`src/rtl/adc_port_pkg.sv`:
```
package adc_port_pkg;

    typedef enum logic [1:0] {
        PH_IDLE,
        PH_CONV,
        PH_READY,
        PH_SHIFT
    } phase_e;

    typedef enum logic [2:0] {
        OP_HOLD,
        OP_LOAD,
        OP_BUSYBIT,
        OP_MSB,
        OP_SHIFT,
        OP_OFF
    } sh_op_e;

endpackage

```
`src/rtl/adc_in_sampler.sv`:
```
module adc_in_sampler #(
    parameter int          NUM     = 2,
    parameter logic [NUM-1:0] RST_VAL = '1
) (
    input  logic           clk,
    input  logic           rst_n,
    input  logic [NUM-1:0] sig_i,
    output logic [NUM-1:0] prev_o
);

    for (genvar gi = 0; gi < NUM; gi++) begin : g_bit
        logic prev_d;
        logic prev_q;

        always_comb begin
            prev_d = sig_i[gi];
        end

        always_ff @(posedge clk or negedge rst_n) begin
            if (!rst_n) prev_q <= RST_VAL[gi];
            else        prev_q <= prev_d;
        end

        assign prev_o[gi] = prev_q;
    end

endmodule

```
`src/rtl/adc_conv_timer.sv`:
```
module adc_conv_timer #(
    parameter int CONV_CYCLES = 8
) (
    input  logic clk,
    input  logic rst_n,
    input  logic start_i,
    output logic busy_o,
    output logic end_o,
    output logic done_o
);

    localparam int CW = $clog2(CONV_CYCLES + 1);

    typedef struct packed {
        logic          busy;
        logic          done;
        logic [CW-1:0] cnt;
    } tmr_t;

    tmr_t st_d, st_q;

    always_comb begin
        st_d  = st_q;
        end_o = st_q.busy && (st_q.cnt == '0);
        if (end_o) begin
            st_d.busy = 1'b0;
            st_d.done = 1'b1;
        end else if (st_q.busy) begin
            st_d.cnt = st_q.cnt - 1'b1;
        end else if (start_i) begin
            st_d.busy = 1'b1;
            st_d.done = 1'b0;
            st_d.cnt  = CW'(CONV_CYCLES - 1);
        end
    end

    always_ff @(posedge clk or negedge rst_n) begin
        if (!rst_n) st_q <= '0;
        else        st_q <= st_d;
    end

    assign busy_o = st_q.busy;
    assign done_o = st_q.done;

endmodule

```
`src/rtl/adc_bit_shifter.sv`:
```
module adc_bit_shifter
    import adc_port_pkg::*;
#(
    parameter int WIDTH = 16,
    localparam int CNTW = $clog2(WIDTH + 1)
) (
    input  logic             clk,
    input  logic             rst_n,
    input  sh_op_e           op_i,
    input  logic [WIDTH-1:0] word_i,
    output logic             sdo_o,
    output logic             oe_o,
    output logic             last_o,
    output logic [CNTW-1:0]  cnt_o
);

    typedef struct packed {
        logic [WIDTH-1:0] sh;
        logic [CNTW-1:0]  cnt;
        logic             sdo;
        logic             oe;
    } shf_t;

    shf_t st_d, st_q;

    always_comb begin
        st_d = st_q;
        unique case (op_i)
            OP_LOAD: begin
                st_d.sh  = word_i;
                st_d.cnt = '0;
                st_d.sdo = 1'b0;
                st_d.oe  = 1'b0;
            end
            OP_BUSYBIT: begin
                st_d.sh  = word_i;
                st_d.cnt = '0;
                st_d.sdo = 1'b0;
                st_d.oe  = 1'b1;
            end
            OP_MSB: begin
                st_d.sdo = st_q.sh[WIDTH-1];
                st_d.sh  = st_q.sh << 1;
                st_d.cnt = CNTW'(1);
                st_d.oe  = 1'b1;
            end
            OP_SHIFT: begin
                if (st_q.cnt == CNTW'(WIDTH)) begin
                    st_d.oe = 1'b0;
                end else begin
                    st_d.sdo = st_q.sh[WIDTH-1];
                    st_d.sh  = st_q.sh << 1;
                    st_d.cnt = st_q.cnt + 1'b1;
                end
            end
            OP_OFF: begin
                st_d.oe = 1'b0;
            end
            default: ;
        endcase
    end

    always_ff @(posedge clk or negedge rst_n) begin
        if (!rst_n) st_q <= '0;
        else        st_q <= st_d;
    end

    assign sdo_o  = st_q.sdo;
    assign oe_o   = st_q.oe;
    assign last_o = (st_q.cnt == CNTW'(WIDTH));
    assign cnt_o  = st_q.cnt;

endmodule

```
`src/rtl/adc_serial_port.sv`:
```
module adc_serial_port
    import adc_port_pkg::*;
#(
    parameter int WIDTH       = 16,
    parameter int CONV_CYCLES = 8
) (
    input  logic             clk,
    input  logic             rst_n,
    input  logic             conv_sel_i,
    input  logic             sclk_i,
    input  logic             mode_3w_i,
    input  logic [WIDTH-1:0] result_i,
    output logic             sdo_o,
    output logic             sdo_oe_o,
    output logic             conv_done_o
);

    localparam int CNTW   = $clog2(WIDTH + 1);
    localparam int IDX_SEL  = 0;
    localparam int IDX_SCLK = 1;

    logic [1:0]      raw_in;
    logic [1:0]      prev_in;
    logic            sel_rise, sel_fall, sclk_fall;
    logic            conv_busy, conv_end, conv_start;
    logic            sh_last;
    logic [CNTW-1:0] bit_cnt;
    sh_op_e          sh_op;

    typedef struct packed {
        phase_e phase;
    } ctl_t;

    ctl_t ctl_d, ctl_q;

    assign raw_in = {sclk_i, conv_sel_i};

    adc_in_sampler #(
        .NUM     (2),
        .RST_VAL (2'b11)
    ) u_sampler (
        .clk    (clk),
        .rst_n  (rst_n),
        .sig_i  (raw_in),
        .prev_o (prev_in)
    );

    assign sel_rise  = conv_sel_i & ~prev_in[IDX_SEL];
    assign sel_fall  = ~conv_sel_i & prev_in[IDX_SEL];
    assign sclk_fall = ~sclk_i & prev_in[IDX_SCLK];
    assign conv_start = sel_rise & ~conv_busy;

    adc_conv_timer #(
        .CONV_CYCLES (CONV_CYCLES)
    ) u_timer (
        .clk     (clk),
        .rst_n   (rst_n),
        .start_i (sel_rise),
        .busy_o  (conv_busy),
        .end_o   (conv_end),
        .done_o  (conv_done_o)
    );

    always_comb begin
        ctl_d = ctl_q;
        sh_op = OP_HOLD;
        if (conv_end) begin
            if (mode_3w_i && !conv_sel_i) begin
                sh_op       = OP_BUSYBIT;
                ctl_d.phase = PH_SHIFT;
            end else begin
                sh_op       = OP_LOAD;
                ctl_d.phase = PH_READY;
            end
        end else if (conv_start) begin
            sh_op       = OP_OFF;
            ctl_d.phase = PH_CONV;
        end else if (sel_rise) begin
            sh_op = OP_OFF;
        end else begin
            unique case (ctl_q.phase)
                PH_READY: begin
                    if (!mode_3w_i && sel_fall) begin
                        sh_op       = OP_MSB;
                        ctl_d.phase = PH_SHIFT;
                    end
                end
                PH_SHIFT: begin
                    if (sclk_fall && !conv_sel_i) begin
                        sh_op = OP_SHIFT;
                        if (sh_last) ctl_d.phase = PH_IDLE;
                    end
                end
                default: ;
            endcase
        end
    end

    always_ff @(posedge clk or negedge rst_n) begin
        if (!rst_n) ctl_q <= '{phase: PH_IDLE};
        else        ctl_q <= ctl_d;
    end

    adc_bit_shifter #(
        .WIDTH (WIDTH)
    ) u_shifter (
        .clk    (clk),
        .rst_n  (rst_n),
        .op_i   (sh_op),
        .word_i (result_i),
        .sdo_o  (sdo_o),
        .oe_o   (sdo_oe_o),
        .last_o (sh_last),
        .cnt_o  (bit_cnt)
    );

endmodule

```
`config.mk`:
```
export PLATFORM = sky130hd
export DESIGN_NAME = adc_serial_port
export DESIGN_NICKNAME = d
export VERILOG_FILES = /design/src/rtl/adc_port_pkg.sv /design/src/rtl/adc_in_sampler.sv /design/src/rtl/adc_conv_timer.sv /design/src/rtl/adc_bit_shifter.sv /design/src/rtl/adc_serial_port.sv
export SDC_FILE = /design/constraint.sdc
export NUM_CORES = 1
export LEC_CHECK = 0
export ABC_CLOCK_PERIOD_IN_PS = 3000
export BUFFER_PORTS_ARGS = -buffer_cell sky130_fd_sc_hd__clkbuf_2
export CAP_MARGIN = 25
export CORE_ASPECT_RATIO = 0.75
export CORE_MARGIN = 2
export CORE_UTILIZATION = 25
export CTS_CLUSTER_SIZE = 40
export DETAILED_ROUTE_END_ITERATION = 10
export GPL_ROUTABILITY_DRIVEN = 0
export PLACE_DENSITY = 0.51
export RECOVER_POWER = 100
export SETUP_SLACK_MARGIN = 0.4
export SLEW_MARGIN = 20
export SYNTH_ARGS = -nofsm -noshare
export SYNTH_HDL_FRONTEND = slang
export SYNTH_SLANG_ARGS = --single-unit
```
`constraint.sdc`:
```
create_clock -name clk -period 3 [get_ports clk]
set_clock_uncertainty 0.2 [all_clocks]
set_input_delay 0.6 -clock clk [delete_from_list [all_inputs] [get_ports clk]]
set_output_delay 0.6 -clock clk [all_outputs]
set_load 0.02 [all_outputs]
```
# Word-level counts from Yosys, hierarchy flattened
# Cells that the tools add are included.
totals:
  ff_bits: 33
  input_bits: 21
  output_inout_bits: 3
  elab_cells: 79
classes:
  addsub: 2
  n_eq_ne: 15
  mux: 23
  n_bitwise: 9
  n_reduce_logical: 20
op_table:
  columns: ["cell", "n"]
  rows:
  - ["22-bit one-hot mux with 3 select lines", 1]
  - ["22-bit 2-to-1 mux", 1]
  - ["2-bit 2-to-1 mux", 10]
  - ["3-bit 2-to-1 mux", 4]
  - ["4-bit != test (second input constant)", 3]
  - ["2-bit AND reduction", 4]
  - ["3-bit by 2-bit equality test with 1-bit output (second input constant)", 2]
  - ["3-bit equality test (second input constant)", 2]
  - ["6-bit 2-to-1 mux", 1]
  - ["2-bit != test (second input constant)", 3]
  - ["3-bit one-hot mux with 2 select lines", 1]
  - ["3-bit nonzero test", 2]
  - ["2-bit OR reduction", 3]
  - ["5-bit by 1-bit adder with 5-bit output (second input constant)", 1]
  - ["5-bit equality test (second input constant)", 1]
  - ["1-bit NOT", 5]
  - ["5-bit AND reduction", 1]
  - ["1-bit AND", 4]
  - ["2-bit equality test (second input constant)", 2]
  - ["1-bit logical AND", 4]
  - ["4-bit logical NOT", 1]
  - ["4-bit 2-to-1 mux", 1]
  - ["2-bit one-hot mux with 2 select lines", 1]
  - ["2-bit nonzero test", 2]
  - ["7 further kinds", 9]

# Longest topological paths before layout
logic_depth:
  depth_word: 12
  ltp_mapped: 9
  depth_no_buf: 6

# By module
# From an unflattened synthesis, not the netlist that was laid out.
hier_totals:
  cells_unflattened: 244
  hier_area_um2: 2406.1
by_module_without_submodules:
  columns: ["mod", "n_inst", "cells_per_inst", "area_per_inst_um2", "seq_area_each_um2"]
  rows:
  - ["adc_bit_shifter", 1, 187, 1855.5, 575.6]
  - ["adc_conv_timer", 1, 29, 296.5, 150.1]
  - ["adc_serial_port", 1, 24, 186.4, 50.0]
  - ["adc_in_sampler", 1, 4, 67.6, 52.6]

# Least setup slack after synthesis
# No wires, ideal clock.
synth_timing:
  path_kind: "input-to-reg"
  startpoint: "input mode_3w_i"
  endpoint: "register u_shifter.st_q[10] (netlist bit)"
  setup_time_ns: 0.126
  t_arrival_ns: 1.938
  required_time_ns: 2.674
  path_slack_ns: 0.736
  cell_stages: 5
  path_buffers: 1
  cell_sequence: "or3b_4 a211oi_4 buf_8 mux2i_1 a21oi_2"
synth_between:
  elab_chain_cells: 11
  word_cells_on_any_way: 18
  classes_between: "5 x eq/ne; 7 x mux; 6 x reduce/logical"
synth_rtl:
  columns: ["element", "line_no", "source"]
  rows:
  - ["from (decl)", "adc_serial_port.sv:11", "input logic mode_3w_i,"]
  - ["1-bit logical NOT", "adc_serial_port.sv:83", "if (!mode_3w_i && sel_fall) begin"]
  - ["1-bit logical AND", "adc_serial_port.sv:83", null]
  - ["2-bit 2-to-1 mux", "adc_serial_port.sv:83", null]
  - ["3-bit one-hot mux with 2 select lines", "adc_serial_port.sv:81", "unique case (ctl_q.phase)"]
  - ["3-bit 2-to-1 mux", "adc_serial_port.sv:78", "end else if (sel_rise) begin"]
  - ["3-bit 2-to-1 mux", "adc_serial_port.sv:75", "end else if (conv_start) begin"]
  - ["3-bit 2-to-1 mux *", "adc_serial_port.sv:67", "if (conv_end) begin"]
  - ["3-bit by 1-bit equality test with 1-bit output / 3-bit by 2-bit equality test with 1-bit output (equally long branches)", "adc_bit_shifter.sv:28", "unique case (op_i)"]
  - ["2-bit OR reduction (no line)", null, null]
  - ["3-bit nonzero test (no line)", null, null]
  - ["2-bit AND reduction (no line)", null, null]
  - ["to (signal assigned)", "adc_bit_shifter.sv:65", "else st_q <= st_d;"]
  - ["to (decl)", "adc_bit_shifter.sv:24", "shf_t st_d, st_q;"]
# Mark *: on every way between the ends. The rest lies on a longest branch, timed or not.
# A chain may end at the register's enable or synchronous reset.

# Worst setup path in the final report
layout_timing:
  startpoint: "register u_shifter.st_q (netlist bit u_shifter.cnt_o[0])"
  endpoint: "register u_shifter.st_q (netlist bit u_shifter.cnt_o[0])"
layout_between:
  elab_chain_cells: 3
  word_cells_on_any_way: 6
  classes_between: "1 x add/sub; 2 x eq/ne; 2 x mux; 1 x reduce/logical"
layout_rtl:
  columns: ["element", "line_no"]
  rows:
  - ["5-bit by 1-bit adder with 5-bit output / 5-bit equality test (equally long branches)", "adc_bit_shifter.sv:53, adc_bit_shifter.sv:48"]
  - ["22-bit 2-to-1 mux / 2-bit != test (equally long branches)", null]
  - ["22-bit one-hot mux with 3 select lines / 2-bit AND reduction (equally long branches)", null]
# Several ways; a longest one is shown, not always the timed one. The select of a mux whose other input is x is not followed.

==> metrics.yaml <==
synth_top_cell_by_area: "dfrtp_1"
setup_viol: 0
firstDrtPassIters: 4
ys.flop_type: "dfrtp_1"
synth_area_leaders: "dfrtp_1, mux2i_1, nor3_1, a21oi_2, dfstp_2"
syn_area_per_cell_um2: 11.07
die_w_um: 99.37
post_cts_resized: 0
fin_cells: 266
finalSetupTns_ns: 0
power.leakage_nw: 0.7843
crit_type: "reg2reg"
grt_pass1_wl_um: 6023
violations: "capacitance limit, slew limit"
insertion_delay_ns: 0.29
drtIter0Drc: 60
track_usage: 0.1066
synth_fp_nets: 179
fmax_ghz: 0.4154
r2r-end: "u_shifter.cnt_o[0]$_DFFE_PN0P_"
endpoint_kind: "register"
wirelength_um: 3488
synth_edf_count: 0
p_per_area_nw_per_um2: 868.3
rsz0062_at_grt: "no"
worstRegToRegCells: 7
vias: 1190
die_h_um: 75.53
hold_path_end: "u_sampler.g_bit[1].prev_q$_DFF_PN1_"
ioPinCount: 24
numCtsBuffers: 5
htreeDepth: 2
cts_setup_buffers: 0
rr_startpoint: "u_shifter.cnt_o[0]$_DFFE_PN0P_"
irDropWorstVdd_v: 0.0003051
grt.overflow.total: 0
worst_hold_path.num_cells: 1
grt_max_degree: 34
root_buffer: "clkbuf_8"
ant_nets: 0
worst_setup_path_start_kind: "register"
relSlewSlack: -0.2336
period_needed_ns: 2.407
synth-seq-area-share: 0.4857
synth_seq_cells: 33
clk_pin_slew_ns: 0.06
fp-row-count: 26
min-delay-start: "sclk_i"
yosys.area.top_type_share: 0.4549
core-area_um2: 6701
yosysUniqueCellTypes: 41
ys_warn_count: 0
area_growth_pct: 15.92
synth_area_um2: 1705
synth-async-reset-ratio: 1.000
final_core_util: 0.2950
first_global_vias: 1166
outcome: "finished with violations"
vias_per_cell: 4.474
min_period_over_period: 0.8024
diodes: 0
dieArea_um2: 7505
ctsHoldBuffers: 0
path_max_fanout: 17
crit_path_top_delay_cell: "clkbuf_1"
dp_cells: 258
drive_above_1_share: 0.2473
hp-class: "in2reg"
crit_chain: "inv_1 -> ha_1 -> and4bb_1 -> nor3_2 -> clkbuf_1 -> xnor2_1 -> o21a_1"
fin_nets: 206
slowest_delay_ns: 0.67
synthCells: 154
finalMaxSlewViolations: 34
hold_violations: 0
placement.io_buffers: 23
tightest_slew_ns: 1.850
numClockSinks: 33
start_util: 0.2545
remaining_drc_errors: 0
dp_hpwl_um: 2438
r2r_slack_ns: 0.59
maxCapViolations: 1
startpoint: "u_shifter.cnt_o[0]$_DFFE_PN0P_"
worst_ep_arrival_time_ns: 2.38
cts_tree: "yes"
routedWlPerCell_um: 13.11
worstPathRequired_ns: 2.98
clk_path_buf_depth: 2
antenna_found_initial: 0
[worst max path at each step]
stage | endpoint | slack [ns] | depth (start not counted)
3_3_place_gp | u_shifter.st_q[16]$_DFFE_PN0P_ | 0.65 | 6
5_1_grt | u_shifter.st_q[22]$_DFFE_PN0P_ | 0.38 | 7
2_1_floorplan | u_shifter.st_q[10]$_DFFE_PN0P_ | 0.74 | 5
6_report | u_shifter.cnt_o[0]$_DFFE_PN0P_ | 0.59 | 7
3_5_place_dp | u_shifter.st_q[16]$_DFFE_PN0P_ | 0.65 | 6
4_1_cts | u_shifter.st_q[16]$_DFFE_PN0P_ | 0.83 | 5
[layer usage]
metal / global-route usage / part of all wire / wire length (um) / vias up
met5: 0 / 0 / 0 / -
met4: 0.05023 / 0.017 / 60 / 0
met3: 0.03028 / 0.035 / 122 / 7
met2: 0.1329 / 0.38 / 1326 / 23
met1: 0.1643 / 0.57 / 1979 / 557
li1: - / - / - / 603
[registers in the layout (all words and copies together), names as in the netlist]
register,flops
u_shifter.st_q,16
u_sampler.g_bit.prev_q,2
u_timer.busy_o,1
u_timer.st_q,4
u_timer.done_o,1
u_shifter.oe_o,1
ctl_q,2
u_shifter.cnt_o,5
u_shifter.sdo_o,1
[synth_stat cells, drive strengths merged (3+ instances only)]
cell type / number
a21oi: 18
buf: 4
clkbuf: 3
dfrtp: 31
ha: 4
inv: 6
mux2i: 16
nand2: 10
nand3: 5
nor2: 5
nor3: 17
o21ai: 6
[cell usage in the layout (no fill, tap or decap), drive strengths merged, types with 4 or more instances in the layout]
master  instances
ha              4
inv             6
nand3           5
mux2i          16
dfrtp          31
clkbuf         32
nand2          10
nor2            5
nor3           17
a21oi          18
o21ai           6
[cells by family after synthesis]
family	Yosys count	synth area share
compound gates	29	0.1211
xor+xnor	4	0.02055
fa+ha+maj	4	0.02935
buf+inv	13	0.06016
flops	33	0.4857
mux	17	0.1005
simple gates	54	0.1827
[power by group]
part	internal, W	switching (W)
sequential	0.000627	0.000120
clock	0.000271	0.000166
combinational	0.000243	0.000291
[worst max-delay path: cells and delay by family, from the launching register on]
kind | cells | cell delay (ns)
AOI/OAI and AO/OA | 1 | 0.20
xor gates and xnor gates | 1 | 0.14
adders and majority gates | 1 | 0.20
buffers and inverters | 2 | 0.75
DFF | 1 | 0.38
and+or+nand+nor | 2 | 0.43
[cell type report]
| class | count | area, um^2 |
|---|---|---|
| multi-input cells | 108 | 774.5 |
| flip-flops and latches | 33 | 828.3 |
| fillers | 701 | 4725 |
| clock buffers | 7 | 86.33 |
| repair buffers | 27 | 130.1 |
| clock inverters | 1 | 30.03 |
| inverters | 6 | 22.52 |
| well taps | 84 | 105.1 |
[per-stage QoR]
step / hold slack (ns) / setup WS [ns] / cell area [um^2] / power [W]
global route: 0.2106 / 0.3848 / 1977 / 0.001862
CTS: 0.2029 / 0.8347 / 1992 / 0.001749
global placement: 0.2630 / 0.6534 / 1876 / 0.001296
detailed placement: 0.2645 / 0.6545 / 1876 / 0.001303
floorplan: 0.1044 / 0.7355 / 1705 / 0.001188
finish: 0.2093 / 0.5929 / 1977 / 0.001717
Note: power is estimated with default switching activity, not from simulation.
